<file path="src/rtl/trk_adc_pkg.sv">
package trk_adc_pkg;

    typedef enum logic [2:0] {
        STEP_SKIP  = 3'd0,
        STEP_HOLD  = 3'd1,
        STEP_UP    = 3'd2,
        STEP_DOWN  = 3'd3,
        STEP_FAULT = 3'd4
    } trk_step_e;

    typedef struct packed {
        logic locked;
        logic fault;
    } trk_status_t;

    // Classify one comparator reading into a step command.
    function automatic trk_step_e trk_classify(logic en, logic lo, logic hi, logic inv);
        logic raise;
        logic lower;
        raise = inv ? hi : lo;
        lower = inv ? lo : hi;
        if (!en)
            return STEP_SKIP;
        else if (lo && hi)
            return STEP_FAULT;
        else if (raise)
            return STEP_UP;
        else if (lower)
            return STEP_DOWN;
        else
            return STEP_HOLD;
    endfunction

endpackage

</file>
<file path="src/rtl/trk_step_decode.sv">
module trk_step_decode
    import trk_adc_pkg::*;
(
    input  logic      sample_en,
    input  logic      cmp_low,
    input  logic      cmp_high,
    input  logic      invert_dir,
    output trk_step_e step
);

    always_comb begin
        step = trk_classify(sample_en, cmp_low, cmp_high, invert_dir);
    end

endmodule

</file>
<file path="src/rtl/trk_code_reg.sv">
module trk_code_reg
    import trk_adc_pkg::*;
#(
    parameter int CODE_W = 12
) (
    input  logic              clk,
    input  logic              rst,
    input  trk_step_e         step,
    output logic [CODE_W-1:0] code
);

    localparam logic [CODE_W-1:0] CODE_MAX = {CODE_W{1'b1}};
    localparam logic [CODE_W-1:0] CODE_MIN = '0;
    localparam logic [CODE_W-1:0] CODE_MID = CODE_W'(1) << (CODE_W - 1);
    localparam logic [CODE_W-1:0] CODE_ONE = CODE_W'(1);

    always_ff @(posedge clk) begin
        if (rst) begin
            code <= CODE_MID;
        end else begin
            case (step)
                STEP_UP:   if (code != CODE_MAX) code <= code + CODE_ONE;
                STEP_DOWN: if (code != CODE_MIN) code <= code - CODE_ONE;
                default:   code <= code;
            endcase
        end
    end

endmodule

</file>
<file path="src/rtl/trk_status.sv">
module trk_status
    import trk_adc_pkg::*;
#(
    parameter int LOCK_CNT = 4
) (
    input  logic        clk,
    input  logic        rst,
    input  trk_step_e   step,
    output trk_status_t status
);

    localparam int CNT_W = $clog2(LOCK_CNT + 1);
    localparam logic [CNT_W-1:0] RUN_TOP  = CNT_W'(LOCK_CNT);
    localparam logic [CNT_W-1:0] RUN_LAST = CNT_W'(LOCK_CNT - 1);
    localparam logic [CNT_W-1:0] RUN_ONE  = CNT_W'(1);

    logic [CNT_W-1:0] run_cnt;

    always_ff @(posedge clk) begin
        if (rst) begin
            run_cnt       <= '0;
            status.locked <= 1'b0;
            status.fault  <= 1'b0;
        end else begin
            case (step)
                STEP_HOLD: begin
                    if (run_cnt != RUN_TOP) run_cnt <= run_cnt + RUN_ONE;
                    status.locked <= (run_cnt >= RUN_LAST);
                    status.fault  <= 1'b0;
                end
                STEP_UP, STEP_DOWN: begin
                    run_cnt       <= '0;
                    status.locked <= 1'b0;
                    status.fault  <= 1'b0;
                end
                STEP_FAULT: begin
                    run_cnt       <= '0;
                    status.locked <= 1'b0;
                    status.fault  <= 1'b1;
                end
                default: begin
                    run_cnt <= run_cnt;
                    status  <= status;
                end
            endcase
        end
    end

endmodule

</file>
<file path="src/rtl/trk_adc_ctrl.sv">
module trk_adc_ctrl
    import trk_adc_pkg::*;
#(
    parameter int CODE_W   = 12,
    parameter int LOCK_CNT = 4
) (
    input  logic              clk,
    input  logic              rst,
    input  logic              sample_en,
    input  logic              cmp_low,
    input  logic              cmp_high,
    input  logic              invert_dir,
    output logic [CODE_W-1:0] dac_code,
    output logic              locked,
    output logic              err
);

    trk_step_e   step;
    trk_status_t status;

    trk_step_decode u_decode (
        .sample_en (sample_en),
        .cmp_low   (cmp_low),
        .cmp_high  (cmp_high),
        .invert_dir(invert_dir),
        .step      (step)
    );

    trk_code_reg #(.CODE_W(CODE_W)) u_code (
        .clk (clk),
        .rst (rst),
        .step(step),
        .code(dac_code)
    );

    trk_status #(.LOCK_CNT(LOCK_CNT)) u_status (
        .clk   (clk),
        .rst   (rst),
        .step  (step),
        .status(status)
    );

    assign locked = status.locked;
    assign err    = status.fault;

endmodule

</file>
<file path="config.mk">
export PLATFORM = sky130hd
export DESIGN_NAME = trk_adc_ctrl
export DESIGN_NICKNAME = d
export VERILOG_FILES = /design/src/rtl/trk_adc_pkg.sv /design/src/rtl/trk_step_decode.sv /design/src/rtl/trk_code_reg.sv /design/src/rtl/trk_status.sv /design/src/rtl/trk_adc_ctrl.sv
export SDC_FILE = /design/constraint.sdc
export NUM_CORES = 1
export LEC_CHECK = 0
export BUFFER_PORTS_ARGS = -buffer_cell sky130_fd_sc_hd__buf_2
export CAP_MARGIN = 20
export CORE_MARGIN = 5
export CORE_UTILIZATION = 50
export DETAILED_ROUTE_END_ITERATION = 8
export GPL_TIMING_DRIVEN = 0
export PLACE_DENSITY_LB_ADDON = 0.15
export SLEW_MARGIN = 20
export SYNTH_ARGS = -nofsm -noshare
export SYNTH_HDL_FRONTEND = slang
export SYNTH_SLANG_ARGS = --single-unit
</file>
<file path="constraint.sdc">
create_clock -name clk -period 3.6 [get_ports clk]
set_input_delay 0.72 -clock clk [delete_from_list [all_inputs] [get_ports clk]]
set_output_delay 0.72 -clock clk [all_outputs]
set_load 0.005 [all_outputs]
</file>
==> impl_metrics.yaml, run 1 <==
timing:
  timing.final.ws_setup_ns: 0.301
  finalCriticalPeriod_ns: 3.30
  worst_pin_slew_ns: 0.579
  fmax_mhz: 303
  maxSlewHeadroom: 0.606
  clock_skew_ns: 0.000664
  finalHoldViolCount: 0
  rsz0062_at_grt: "no"
  setup_viol: 0
  slew_violations: 0
  finalCritPeriodShare: 0.916
global_routing:
  antenna_found_initial: 0
  grt_usage: 0.175
  grt_pass1_wl_um: 4820
  grt-ovfl-total: 0
  grt_pass1_vias: 1101
  grt_max_degree: 11
setup_path:
  crit_buf_inv: 2
  worstPathRequired_ns: 3.83
  startpoint_type: "input pin"
  slowest_stage: "or4_1"
  cpLargestDelayFamily: "simple AND/OR/NAND/NOR gates"
  worstPathArrival_ns: 3.53
  crit_path_max_fanout: 9
  timing.rr.end: "u_code.code[7]"
  reg2reg_depth: 6
  r2r_slack_ns: 1.06
  r2r_start: "u_code.code[3]"
  max_stage_delay_ns: 0.41
  path_cells: "buf_2 -> ha_1 -> clkbuf_1 -> and3b_1 -> nand2_2 -> xnor2_1 -> ha_1 -> or3_1 -> nor4_4 -> a21oi_1 -> or4_1 -> a21oi_1"
  worstSetupEndpointType: "register"
  path_class: "in2reg"
pwr:
  power_mw: 0.398
  sw_frac_of_total: 0.306
  p_leak_nw: 0.492
  ir_drop_uv: 142
  seq_power_share: 0.512
  p_sw_mw: 0.122
  p_int_mw: 0.276
  p_clk_frac: 0.260
  p_per_area_nw_per_um2: 292
  pwr-share-comb: 0.228
clocking:
  cts_sinks: 17
  post_cts_buffers: 0
  cts_buffers: 3
  cts-htree-levels: 1
  root_buffer: "clkbuf_4"
  clk_latency_ns: 0.29
  clkSlewWorstSetupHoldPaths_ns: 0.10
  tritoncts: "built"
  clock_path_buffers: 2
  cts_hold_buf: 0
run:
  max_cap_viol_count: 0
hold_path:
  hold_end: "u_status.run_cnt[1]"
  hold_path_class: "reg2reg"
  min_path_cells: 2
  hp-start: "u_status.run_cnt[1]"
placed_design:
  hpwl_um: 2150
  dp_cells: 196
  gp_congestion: 0.842
  io_buffers: 17
  dpl_cell_area_um2: 1320
  post-place-ws_ns: -0.337
synthesis:
  synth_seq_area_share: 0.283
  ys_warn_count: 0
  synthesis.nets: 162
  synth_seq_cells: 17
  async_reset_ff_frac: 0
  ys.flop_type: "dfxtp_1"
  synthCells: 151
  syn_area_per_cell_um2: 7.95
  synth_cell_types: 42
  synth-edff-count: 0
  synth_area_um2: 1200
floorplanning:
  dieWidth_um: 59.0
  pin_count: 20
  row_count: 17
  die_y_um: 59.0
  dieArea_um2: 3480
  start_util: 0.533
  core_area_um2: 2250
cells_and_area:
  antenna_cells: 0
  fillerInstances: 231
  instances_no_fill: 199
  multi_input_area_um2: 818
  layout-drive-gt1-share: 0.187
  layout.nets: 183
  regArea_um2: 340
  final_area_um2: 1360
  syn_to_final_growth_pct: 13.3
  fin_util: 0.604
routing:
  drt_iter0_markers: 50
  drc_errors: 0
  post_drt_via_cell_ratio: 6.22
  vias: 1237
  drt_first_pass_iters: 4
  wl_um: 2910
  post_drt_wl_per_cell_um: 14.6
  ant_nets: 0
run_status:
  status: "finished clean"
[registers in the layout (all words and copies together), names as in the netlist]
register	count
u_code.code	12
u_status.run_cnt	3
u_status.status	2
[worst max-delay path by stage]
stage / start / to / slack [ns] / depth (start not counted)
global route: cmp_low / u_code.code[10] / 0.09 / 12
global placement: cmp_low / u_code.code[8] / -0.23 / 13
finish: cmp_low / u_code.code[8] / 0.30 / 12
detailed placement: cmp_low / u_code.code[8] / -0.34 / 13
floorplan: cmp_low / u_code.code[8] / 0.26 / 12
CTS: cmp_low / u_code.code[8] / 0.09 / 13
[area by class of cell]
class,instances,share of cell area
buffer,11,0.0303
multi-input combinational,118,0.601
sequential,17,0.250
clock buffer,4,0.0193
tap,28,0.0257
inverter,4,0.0110
timing repair buffer,17,0.0625
[stage by stage]
stage          hold WS, ns  setup TNS (ns)
5_1_grt              0.547               0
3_5_place_dp         0.500          -0.921
6_report             0.515               0
2_1_floorplan        0.459               0
3_3_place_gp         0.479          -0.623
4_1_cts              0.517               0
[cells in the final DEF, fill, tap and decap left out, drive strengths merged, types with 2 or more instances in the layout]
| cell type | synthesis | final |
|---|---|---|
| a2111oi | 3 | 3 |
| nand3 | 3 | 3 |
| o21ai | 3 | 3 |
| mux2 | 3 | 3 |
| nand2 | 7 | 7 |
| nor4 | 5 | 5 |
| a211oi | 4 | 4 |
| ha | 5 | 5 |
| nand4 | 3 | 3 |
| a21oi | 19 | 19 |
| nor2b | 3 | 3 |
| nor3 | 3 | 3 |
| inv | 4 | 4 |
| xnor2 | 2 | 2 |
| buf | 2 | 19 |
| o31ai | 8 | 8 |
| or3b | 2 | 2 |
| or3 | 6 | 6 |
| or4 | 11 | 11 |
| dfxtp | 17 | 17 |
| clkbuf | 10 | 13 |
| nor2 | 11 | 11 |
[worst reg2reg max path: stages (launching register included)]
cell and delay, ns:
dfxtp_1 0.39, or3_1 0.47, or4_1 0.54, nor4_2 0.23
clkbuf_1 0.41, a211oi_1 0.12, mux2_2 0.29
[cell families after synthesis]
kind of cell	share of synthesized area
AO/OA/AOI/OAI	0.272
XOR/XNOR	0.0146
adder cells (fa/ha/maj)	0.0521
buffers and inverters	0.0500
flip-flops	0.283
multiplexers	0.0396
AND/OR/NAND/NOR	0.289
[layer usage]
layer  track usage  wire (µm)  vias up
met3        0.0305        149        5
met4        0.0680         41        0
met2         0.284       1390       30
li1              -          -      629
met1         0.229       1330      573
met5             0          0        -
[power groups by stage]
stage | Sequential, mW | Combinational (mW) | Clock (mW)
3_5_place_dp | 0.208 | 0.0879 | 0
5_1_grt | 0.206 | 0.101 | 0.118
4_1_cts | 0.204 | 0.0890 | 0.109
2_1_floorplan | 0.207 | 0.0650 | 0
6_report | 0.204 | 0.0906 | 0.103
3_3_place_gp | 0.207 | 0.0852 | 0
[Yosys cell counts (4+ instances only)]
master / number / area share
a21oi_1: 19 / 0.079
dfxtp_1: 17 / 0.28
nor2_1: 11 / 0.034
or4_1: 11 / 0.069
clkbuf_1: 10 / 0.031
o31ai_1: 8 / 0.050
nand2_1: 7 / 0.022
or3_1: 6 / 0.031
ha_1: 5 / 0.052
inv_1: 4 / 0.012
nor4_1: 4 / 0.021
[timing repair]
item                       4_1_cts  5_1_grt
pin swaps                        0        0
gates resized for setup          1        2
setup endpoints to repair        2        3
Note: power is estimated with default switching activity, not from simulation.
==> inputs of run 2 (changes only) <==
- RECOVER_POWER: unset -> 100
- SYNTH_HIERARCHICAL: unset -> 1
==> run 2 against run 1 <==
Global-route usage barely moved; synthesized cell count fell by 6.6%; combinational power fell by 25%; utilization fell by 1.1 points; clock power rose by 5%; register-to-register slack got worse by 0.23 ns; fmax rose by 0.28%; cell count fell by 3.5%; critical path depth rose by 1; highest routed layer unchanged.
==> impl_metrics.yaml, run 2 <==
routing:
  drc_errors: 0
  post_drt_wl_per_cell_um: 14.3
  drt_first_pass_iters: 4
  ant_nets: 0
  drt_iter0_markers: 42
  post_drt_via_cell_ratio: 6.09
  vias: 1170
  wl_um: 2740
setup_path:
  startpoint_type: "input pin"
  slowest_stage: "or4_1"
  crit_path_max_fanout: 10
  max_stage_delay_ns: 0.40
  worstPathArrival_ns: 3.47
  path_cells: "clkbuf_1 -> ha_1 -> and2_1 -> nand3b_1 -> clkbuf_2 -> xnor2_1 -> ha_1 -> clkbuf_1 -> nand2_1 -> or4_1 -> a211oi_1 -> xnor2_1 -> nor2_1"
  worstPathRequired_ns: 3.78
  path_class: "in2reg"
  worstSetupEndpointType: "register"
  r2r_slack_ns: 0.83
global_routing:
  grt_pass1_wl_um: 4820
  grt_max_degree: 11
  antenna_found_initial: 0
  grt_pass1_vias: 1109
  grt_usage: 0.175
  grt-ovfl-total: 0
run_status:
  status: "finished clean"
placed_design:
  post-place-ws_ns: -0.0657
  hpwl_um: 1990
  io_buffers: 19
  gp_congestion: 0.850
synthesis:
  ys.flop_type: "dfxtp_1"
  synthesis.nets: 152
  synth.most_common_cell: "nor2_1"
  ys_warn_count: 6
  async_reset_ff_frac: 0
  synth-edff-count: 0
  synth_seq_cells: 17
  synth_largest_area_cell: "dfxtp_1"
  yosys.area.top_type_share: 0.282
  synth.area.top_cells: "dfxtp_1 28%, xnor2_1 6.5%, nor2_1 5.6%, ha_1 5.2%, nand4_1 4.7%"
  synth_cell_types: 44
  synth_seq_area_share: 0.282
  synth_commonest_cells: "18 x nor2_1, 17 x dfxtp_1, 9 x nand4_1, 9 x xnor2_1, 7 x a211oi_1"
  synth_area_um2: 1210
  syn_area_per_cell_um2: 8.56
  synthCells: 141
floorplanning:
  die_y_um: 59.1
  dieArea_um2: 3500
  dieWidth_um: 59.1
  pin_count: 20
  start_util: 0.536
  core_area_um2: 2250
  row_count: 17
cells_and_area:
  final_cell_mix: "19 x nor2_1, 17 x dfxtp_1, 12 x clkbuf_1"
  final_common_cell: "nor2_1"
  antenna_cells: 0
  syn_to_final_growth_pct: 10.8
  layout.nets: 176
  largest_reg_flops: 12
  reg_top3: "u_code/code: 12 flops, u_status/run_cnt: 3 flops, u_status/status: 2 flops"
  layout-drive-gt1-share: 0.183
  top_register: "u_code/code"
run:
  max_cap_viol_count: 0
timing:
  setup_viol: 0
  slew_violations: 0
  finalCritPeriodShare: 0.914
  maxSlewHeadroom: 0.350
  worst_pin_slew_ns: 0.968
  fmax_mhz: 304
  finalHoldViolCount: 0
  final.setup.tns_ns: 0
  clock_skew_ns: 0.00391
  rsz0062_at_grt: "no"
  finalCriticalPeriod_ns: 3.29
  timing.final.ws_setup_ns: 0.310
clocking:
  post_cts_buffers: 0
  cts_sinks: 17
  cts_hold_buf: 0
  root_buffer: "clkbuf_4"
  clkSlewWorstSetupHoldPaths_ns: 0.10
  clk_latency_ns: 0.30
  cts_buffers: 3
  cts-htree-levels: 1
  clock_path_buffers: 2
  tritoncts: "built"
pwr:
  p_per_area_nw_per_um2: 280
  power_mw: 0.375
  ir_drop_uv: 221
  p_leak_nw: 0.478
hold_path:
  hold_path_class: "reg2reg"
-- run 2: cell types whose count changed in the layout (fill, tap and decap cells not counted), sizes merged, moves of 6 or more --
cell / delta
nand4: +6
xnor2: +7
a21oi: -16
o31ai: -8
nor2: +8
or4: -6
-- run 2: kinds of logic after synthesis --
kind of cell,count (synthesis),share of synthesized area
and+or+nand+nor,73,0.370
AOI/OAI and AO/OA,21,0.135
DFF,17,0.282
buffers and inverters,11,0.0508
xor gates and xnor gates,9,0.0653
muxes,5,0.0456
adders and majority gates,5,0.0518
-- run 2: final cells by class --
| cell class | count | area, µm² |
|---|---|---|
| Fill cell | 223 | 917 |
| Multi-Input combinational cell | 113 | 788 |
| Sequential cell | 17 | 340 |
| Timing Repair Buffer | 19 | 85.1 |
| Buffer | 8 | 51.3 |
| Tap cell | 28 | 35.0 |
| Clock buffer | 4 | 26.3 |
| Inverter | 3 | 11.3 |
-- run 2: final timing paths --
path	cells after the start	start	endpoint
setup / recovery	13	cmp_low	u_code/code[10]
hold / removal	2	u_status/status[0]	u_status/status[0]
setup reg to reg	6	u_code/code[1]	u_code/code[7]
hold reg to reg	2	u_status/status[0]	u_status/status[0]
-- run 2: report_power, final --
group / total (mW) / internal, mW / leakage [nW] / switching, mW
Combinational: 0.0684 / 0.0284 / 0.326 / 0.0400
Sequential: 0.198 / 0.193 / 0.138 / 0.00527
Clock: 0.108 / 0.0432 / 0.0150 / 0.0648
Total: 0.375 / 0.265 / 0.478 / 0.110
-- run 2: worst max-delay path: cells and delay by family --
| family | cells | cell delay [ns] |
|---|---|---|
| simple gates | 5 | 1.00 |
| buf+inv | 3 | 0.64 |
| fa+ha+maj | 2 | 0.43 |
| xor+xnor | 2 | 0.36 |
| compound gates | 1 | 0.33 |
-- run 2: per-stage QoR --
step,cells,hold slack (ns),instance area (µm²),utilization
after CTS,192,0.490,1360,0.605
after detailed placement,188,0.472,1340,0.593
final,192,0.488,1340,0.593
after floorplan,141,0.471,1210,-
after global routing,192,0.539,1340,0.593
after global placement,188,0.462,1340,0.593
-- run 2: repair_timing --
item	in CTS	in global routing
resized for setup	0	2
hold endpoints to repair	0	0
setup endpoints to repair	0	2
-- run 2: metal layers --
layer  GRT usage  wire (µm)  vias up
met5           0          0        -
met4      0.0744         36        0
li1            -          -      574
met1       0.205       1130      548
met3      0.0414        156        6
met2       0.303       1410       42
